`config.mk`:
```
export PLATFORM = sky130hd
export DESIGN_NAME = otp_cmd_engine
export DESIGN_NICKNAME = d
export VERILOG_FILES = /design/src/rtl/otpe_pkg.sv /design/src/rtl/otpe_crc8.sv /design/src/rtl/otpe_cmd_decode.sv /design/src/rtl/otpe_store.sv /design/src/rtl/otp_cmd_engine.sv
export SDC_FILE = /design/constraint.sdc
export NUM_CORES = 2
export LEC_CHECK = 0
export BUFFER_PORTS_ARGS = -buffer_cell sky130_fd_sc_hd__buf_2
export CORE_AREA = 5 5 321 323
export DETAILED_ROUTE_END_ITERATION = 12
export DIE_AREA = 0 0 326 328
export HOLD_SLACK_MARGIN = 0.05
export PLACE_DENSITY = 0.76
export SETUP_SLACK_MARGIN = 0.02
export SYNTH_ARGS = -nofsm -noshare
export SYNTH_HDL_FRONTEND = slang
export SYNTH_SLANG_ARGS = --single-unit
```
`constraint.sdc`:
```
create_clock -name clk -period 4.7 [get_ports clk]
set_clock_uncertainty 0.15 [all_clocks]
set_input_delay 0 -clock clk [delete_from_list [all_inputs] [get_ports clk]]
set_output_delay 0 -clock clk [all_outputs]
set_load 0.05 [all_outputs]
```
`src/rtl/otpe_pkg.sv`:
```
package otpe_pkg;

    typedef enum logic [3:0] {
        S_IDLE,
        S_CMD,
        S_ALO,
        S_AHI,
        S_RD_CRC,
        S_RD_DATA,
        S_RD_END,
        S_WR_DATA,
        S_WR_CRC,
        S_WR_PROG,
        S_WR_VFY
    } state_e;

    typedef enum logic [1:0] {
        K_NONE,
        K_GEN,
        K_STAT
    } region_e;

    localparam logic [7:0] OP_GEN_READ   = 8'hF0;
    localparam logic [7:0] OP_GEN_WRITE  = 8'h0F;
    localparam logic [7:0] OP_STAT_READ  = 8'hAA;
    localparam logic [7:0] OP_STAT_WRITE = 8'h55;

    localparam logic [7:0] CRC_POLY_LSB  = 8'h8C;
    localparam logic [7:0] GEN_ERASED    = 8'h00;
    localparam logic [7:0] STAT_ERASED   = 8'hFF;
    localparam logic [7:0] IDLE_LINE     = 8'hFF;

    typedef struct packed {
        state_e      st;
        region_e     rgn;
        logic        first;
        logic [15:0] addr;
        logic [7:0]  crc;
        logic [7:0]  wdata;
        logic        tx_v;
        logic [7:0]  tx_b;
    } eng_t;

endpackage

```
`src/rtl/otpe_crc8.sv`:
```
module otpe_crc8 #(
    parameter logic [7:0] POLY = otpe_pkg::CRC_POLY_LSB
) (
    input  logic [7:0] seed,
    input  logic [7:0] data,
    output logic [7:0] result
);
    logic [7:0] stage [9];

    assign stage[0] = seed;

    for (genvar b = 0; b < 8; b++) begin : g_bit
        always_comb begin
            if (stage[b][0] ^ data[b]) begin
                stage[b+1] = (stage[b] >> 1) ^ POLY;
            end else begin
                stage[b+1] = stage[b] >> 1;
            end
        end
    end

    assign result = stage[8];
endmodule

```
`src/rtl/otpe_cmd_decode.sv`:
```
module otpe_cmd_decode
    import otpe_pkg::*;
(
    input  logic [7:0] opcode,
    output logic       known,
    output logic       is_write,
    output region_e    region
);
    always_comb begin
        known    = 1'b1;
        is_write = 1'b0;
        region   = K_NONE;
        unique case (opcode)
            OP_GEN_READ: begin
                region = K_GEN;
            end
            OP_GEN_WRITE: begin
                region   = K_GEN;
                is_write = 1'b1;
            end
            OP_STAT_READ: begin
                region = K_STAT;
            end
            OP_STAT_WRITE: begin
                region   = K_STAT;
                is_write = 1'b1;
            end
            default: begin
                known = 1'b0;
            end
        endcase
    end
endmodule

```
`src/rtl/otpe_store.sv`:
```
module otpe_store
    import otpe_pkg::*;
#(
    parameter int GEN_PAGES  = 4,
    parameter int PAGE_BYTES = 32,
    parameter int STAT_BYTES = 8,
    localparam int GEN_BYTES = GEN_PAGES * PAGE_BYTES,
    localparam int GA_W      = $clog2(GEN_BYTES),
    localparam int SA_W      = $clog2(STAT_BYTES),
    localparam int PG_LSB    = $clog2(PAGE_BYTES)
) (
    input  logic            clk,
    input  logic            rst_n,
    input  logic            sel_stat,
    input  logic [GA_W-1:0] gen_idx,
    input  logic [SA_W-1:0] stat_idx,
    input  logic            we,
    input  logic [7:0]      wdata,
    output logic [7:0]      rd_byte,
    output logic            page_locked
);
    logic [7:0] gen_q  [GEN_BYTES];
    logic [7:0] stat_q [STAT_BYTES];

    logic [GA_W-PG_LSB-1:0] page_idx;
    assign page_idx = gen_idx[GA_W-1:PG_LSB];

    // a lock bit at zero protects its page
    assign page_locked = ~stat_q[0][page_idx];

    for (genvar g = 0; g < GEN_BYTES; g++) begin : g_gen
        always_ff @(posedge clk or negedge rst_n) begin
            if (!rst_n) begin
                gen_q[g] <= GEN_ERASED;
            end else if (we && !sel_stat && gen_idx == GA_W'(g)) begin
                gen_q[g] <= gen_q[g] | wdata;
            end
        end
    end

    for (genvar s = 0; s < STAT_BYTES; s++) begin : g_stat
        always_ff @(posedge clk or negedge rst_n) begin
            if (!rst_n) begin
                stat_q[s] <= STAT_ERASED;
            end else if (we && sel_stat && stat_idx == SA_W'(s)) begin
                stat_q[s] <= stat_q[s] & wdata;
            end
        end
    end

    assign rd_byte = sel_stat ? stat_q[stat_idx] : gen_q[gen_idx];
endmodule

```
`src/rtl/otp_cmd_engine.sv`:
```
module otp_cmd_engine
    import otpe_pkg::*;
#(
    parameter int GEN_PAGES  = 4,
    parameter int PAGE_BYTES = 32,
    parameter int STAT_BYTES = 8
) (
    input  logic       clk,
    input  logic       rst_n,
    input  logic       bus_reset,
    input  logic       rx_valid,
    input  logic [7:0] rx_byte,
    input  logic       tx_req,
    input  logic       prog_strobe,
    output logic       tx_valid,
    output logic [7:0] tx_byte
);
    localparam int          GEN_BYTES = GEN_PAGES * PAGE_BYTES;
    localparam int          GA_W      = $clog2(GEN_BYTES);
    localparam int          SA_W      = $clog2(STAT_BYTES);
    localparam logic [15:0] GEN_LAST  = 16'(GEN_BYTES - 1);
    localparam logic [15:0] STAT_LAST = 16'(STAT_BYTES - 1);

    eng_t q, d;

    // views used by the bound checker
    state_e      st_w;
    region_e     rgn_w;
    logic [15:0] addr_w;
    logic [7:0]  rd_byte;

    logic        op_known, op_write;
    region_e     op_region;
    logic [7:0]  crc_seed, crc_data, crc_next;
    logic        page_locked, store_we, prog_fire;
    logic [15:0] addr_full, region_last;
    logic        at_last, addr_ok;

    otpe_cmd_decode u_dec (
        .opcode   (rx_byte),
        .known    (op_known),
        .is_write (op_write),
        .region   (op_region)
    );

    // single CRC stage, shared: receive and send never shift in the same cycle
    assign crc_seed = (q.st == S_WR_DATA && !q.first) ? q.addr[7:0] : q.crc;
    assign crc_data = (q.st == S_RD_DATA) ? rd_byte : rx_byte;

    otpe_crc8 u_crc (
        .seed   (crc_seed),
        .data   (crc_data),
        .result (crc_next)
    );

    otpe_store #(
        .GEN_PAGES  (GEN_PAGES),
        .PAGE_BYTES (PAGE_BYTES),
        .STAT_BYTES (STAT_BYTES)
    ) u_store (
        .clk         (clk),
        .rst_n       (rst_n),
        .sel_stat    (q.rgn == K_STAT),
        .gen_idx     (q.addr[GA_W-1:0]),
        .stat_idx    (q.addr[SA_W-1:0]),
        .we          (store_we),
        .wdata       (q.wdata),
        .rd_byte     (rd_byte),
        .page_locked (page_locked)
    );

    assign region_last = (q.rgn == K_STAT) ? STAT_LAST : GEN_LAST;
    assign at_last     = (q.addr == region_last);
    assign addr_full   = {rx_byte, q.addr[7:0]};
    assign addr_ok     = (q.rgn != K_NONE) && (addr_full <= region_last);

    assign prog_fire = (q.st == S_WR_PROG) && prog_strobe && !bus_reset;
    assign store_we  = prog_fire && ((q.rgn == K_STAT) || !page_locked);

    always_comb begin
        d      = q;
        d.tx_v = tx_req;
        d.tx_b = IDLE_LINE;

        if (bus_reset) begin
            d.st    = S_CMD;
            d.rgn   = K_NONE;
            d.first = 1'b1;
            d.addr  = '0;
            d.crc   = '0;
            d.wdata = '0;
        end else begin
            unique case (q.st)
                S_IDLE: begin
                    d.st = S_IDLE;
                end
                S_CMD: begin
                    if (rx_valid) begin
                        if (op_known) begin
                            d.rgn   = op_region;
                            d.first = op_write;
                            d.crc   = crc_next;
                            d.st    = S_ALO;
                        end else begin
                            d.st = S_IDLE;
                        end
                    end
                end
                S_ALO: begin
                    if (rx_valid) begin
                        d.addr[7:0] = rx_byte;
                        d.crc       = crc_next;
                        d.st        = S_AHI;
                    end
                end
                S_AHI: begin
                    if (rx_valid) begin
                        d.addr[15:8] = rx_byte;
                        d.crc        = crc_next;
                        if (!addr_ok) begin
                            d.st = S_IDLE;
                        end else if (q.first) begin
                            d.st = S_WR_DATA;
                        end else begin
                            d.st = S_RD_CRC;
                        end
                    end
                end
                S_RD_CRC: begin
                    if (tx_req) begin
                        d.tx_b = q.crc;
                        d.crc  = '0;
                        d.st   = S_RD_DATA;
                    end
                end
                S_RD_DATA: begin
                    if (tx_req) begin
                        d.tx_b = rd_byte;
                        d.crc  = crc_next;
                        if (at_last) begin
                            d.st = S_RD_END;
                        end else begin
                            d.addr = q.addr + 16'd1;
                        end
                    end
                end
                S_RD_END: begin
                    if (tx_req) begin
                        d.tx_b = q.crc;
                        d.crc  = '0;
                        d.st   = S_IDLE;
                    end
                end
                S_WR_DATA: begin
                    if (rx_valid) begin
                        d.wdata = rx_byte;
                        d.crc   = crc_next;
                        d.st    = S_WR_CRC;
                    end
                end
                S_WR_CRC: begin
                    if (tx_req) begin
                        d.tx_b = q.crc;
                        d.crc  = '0;
                        d.st   = S_WR_PROG;
                    end
                end
                S_WR_PROG: begin
                    if (prog_fire) begin
                        d.st = S_WR_VFY;
                    end
                end
                S_WR_VFY: begin
                    if (tx_req) begin
                        d.tx_b  = rd_byte;
                        d.first = 1'b0;
                        if (at_last) begin
                            d.st = S_IDLE;
                        end else begin
                            d.addr = q.addr + 16'd1;
                            d.st   = S_WR_DATA;
                        end
                    end
                end
                default: begin
                    d.st = S_IDLE;
                end
            endcase
        end
    end

    always_ff @(posedge clk or negedge rst_n) begin
        if (!rst_n) begin
            q.st    <= S_IDLE;
            q.rgn   <= K_NONE;
            q.first <= 1'b0;
            q.addr  <= '0;
            q.crc   <= '0;
            q.wdata <= '0;
            q.tx_v  <= 1'b0;
            q.tx_b  <= IDLE_LINE;
        end else begin
            q <= d;
        end
    end

    assign tx_valid = q.tx_v;
    assign tx_byte  = q.tx_b;
    assign st_w     = q.st;
    assign rgn_w    = q.rgn;
    assign addr_w   = q.addr;
endmodule

```
==> flow_summary.json <==
{
  "status": "completed",
  "fp.dieH_um": 328,
  "grt_remaining_overflow": 0,
  "min_from": "rx_byte[6]",
  "final_util": 0.562,
  "power.total_mw": 20.5,
  "hold_path_class": "in -> reg",
  "drt_first_pass_iters": 8,
  "synthArstFlopShare": 1.00,
  "final_cells": 5181,
  "avgSynthCellArea_um2": 13.5,
  "cap_violations": 0,
  "p_comb_frac": 0.081,
  "fp-row-count": 116,
  "crit_type": "reg -> reg",
  "placed_area_um2": 51800,
  "p_sw_mw": 5.03,
  "max_freq_ghz": 0.220,
  "synth_area_um2": 49500,
  "finalMaxSlewViolations": 0,
  "drc": 0,
  "cts_buffers": 110,
  "grt_usage": 0.265,
  "vdd_ir_drop_max_uv": 317,
  "crit_path_max_fanout": 25,
  "syn-instance-count": 3668,
  "timing.final.ws_setup_ps": 149,
  "rsz0062_at_grt": "no",
  "htree_levels": 3,
  "dp.cells": 4940,
  "routed_wirelength_um": 142000,
  "crit_required_ps": 5150,
  "port_buffers": 22,
  "cellInternalPower_mw": 15.5,
  "vias": 33900,
  "synth_nets": 3688,
  "grt_max_degree": 150,
  "initial_core_util": 0.497,
  "die_w_um": 326,
  "start_kind": "register",
  "fin_area_um2": 55900,
  "switching_share": 0.245,
  "crit_path_start": "addr_w[0]",
  "leakage_nw": 33.6,
  "clk_latency_ps": 710,
  "io_pins": 23,
  "ys_warn_count": 0,
  "antenna_found_initial": 1,
  "layout-drive-gt1-share": 0.200,
  "synthFlopType": "dfrtp_1",
  "fin_tns_setup_ps": 0,
  "cts.clk_slew.worst_paths_ps": 70,
  "place_ws_ps": 387,
  "layout_common_cells": "dfrtp_1 (1052), a21o_1 (1027), mux4_2 (238)",
  "layout.area.seq_um2": 28600,
  "synth.area.top_cells": "dfrtp_1 (54%), a21o_1 (16%), mux4_2 (11%), dfstp_2 (3.8%), mux2i_1 (2.1%)",
  "powerDensity_nw_per_um2": 367,
  "grt_pass1_wl_um": 220000,
  "grt_pass1_vias": 34300,
  "relSlewSlack": 0.207,
  "viasPerCell": 6.55,
  "worst_pin_slew_ps": 1190,
  "crit_arrival_ps": 5000,
  "synth_cell_types": 83,
  "cts_sinks": 1136,
  "drt-wirelength-per-cell_um": 27.4,
  "cts-resized-gates": 0,
  "drt-initial-drc-count": 3755,
  "r2r_start": "addr_w[0]",
  "final-hold-violation-count": 0,
  "root_buffer": "clkbuf_16",
  "ys_seq_area_frac": 0.577,
  "core_um2": 99600,
  "dieArea_um2": 107000,
  "synth_seq_cells": 1136,
  "antenna_left": 0,
  "setup_violations": 0,
  "final_common_cell": "dfrtp_1",
  "place_hpwl_um": 92200,
  "multi_input_area_um2": 19500,
  "timing.hold.ws_ps": 144,
  "cts_buffer_depth": 3,
  "pwr-share-clk": 0.436,
  "crit_path_end_kind": "register",
  "synth_edf_count": 0,
  "tritoncts": "yes",
  "finalNetCount": 3812,
  "area_growth_pct": 13.1,
  "fill_cells": 7794,
  "finalCritPeriodShare": 0.968,
  "synthDominantCellAreaShare": 0.538,
  "synth_area_leader_cell": "dfrtp_1",
  "seq_power_share": 0.483,
  "post-route-min-period_ps": 4550,
  "routabilityCongestion": 0.999
}
## cell families (layout without fill, tap and decap cells)
kind of cell / count (synthesis) / in the layout / synth area share
XOR/XNOR: 13 / 13 / 0.00316
other: 0 / 1 / 0
buffers and inverters: 281 / 495 / 0.0289
AO/OA/AOI/OAI: 1373 / 1373 / 0.204
adder cells (fa/ha/maj): 6 / 6 / 0.00152
AND/OR/NAND/NOR: 488 / 488 / 0.0448
multiplexers: 371 / 371 / 0.141
flip-flops: 1136 / 1136 / 0.577
## metal layers
metal	part of all wire	track usage	wire length, um
met5	0.000077	0	11
met3	0.096	0.0650	13600
met4	0.053	0.120	7480
met2	0.45	0.403	64200
met1	0.40	0.366	56800
## power groups by stage
| stage | clock (mW) | sequential [mW] | combinational (mW) |
|---|---|---|---|
| finish | 8.95 | 9.91 | 1.66 |
| global route | 9.47 | 9.91 | 1.75 |
| floorplan | 0 | 10.0 | 0.986 |
| global placement | 0 | 10.1 | 1.60 |
| detailed placement | 0 | 10.1 | 1.61 |
| CTS | 9.06 | 9.91 | 1.63 |
## cells in the mapped netlist (11+ instances only)
library cell,n
mux4_2,238
buf_4,17
mux2_2,12
nor3_1,24
nor2_1,190
a21oi_1,73
a22oi_1,44
mux2i_1,106
o21a_1,64
buf_6,17
a21o_1,1027
clkbuf_1,184
and2_1,11
nand3_1,38
nand2b_1,16
dfrtp_1,1064
nand2_1,136
mux4_1,15
dfstp_2,72
buf_2,37
nor2b_1,16
o21ai_0,39
## final cells by class
cell class,instances,area share
inverters,10,0.000671
clock inverters,38,0.00808
flip-flops and latches,1136,0.511
clock buffers,164,0.0579
repair buffers,283,0.0446
diodes,1,0.0000448
well taps,1298,0.0290
multi-input cells,2251,0.349
## path summary, 6_finish.rpt
kind	endpoint	slack, ps	cells after the start
setup / recovery	q[19]	150	13
hold / removal	addr_w[6]	140	4
setup reg to reg	q[19]	150	13
hold reg to reg	u_store.gen_q[502]	300	1
max in group asynchronous	u_store.gen_q[957]	3160	4
min in group asynchronous	u_store.gen_q[319]	480	4
## flip-flops by register name, summed over array words and instances, names as in the netlist
| register | cells |
|---|---|
| addr_w | 16 |
| tx_valid | 1 |
| tx_byte | 8 |
| q | 17 |
| st_w | 4 |
| u_store.gen_q | 1024 |
| rgn_w | 2 |
| u_store.stat_q | 64 |
## critical path, stage by stage, from the launching register on
cell,delay (ps)
dfrtp_4,760
buf_12,310
buf_12,230
mux4_2,510
nor3_1,130
o21ai_0,300
a2111oi_1,720
buf_4,220
a21oi_1,50
o211ai_1,320
xor2_1,200
xnor3_1,240
xnor2_1,170
o21ai_1,80
## timing repair
item                       in CTS  in global routing
hold buffers                   38                  0
setup buffers                   0                  0
hold endpoints to repair     1130                  0
setup endpoints to repair       0                  0
No activity file was read; power rests on OpenSTA's default activity.
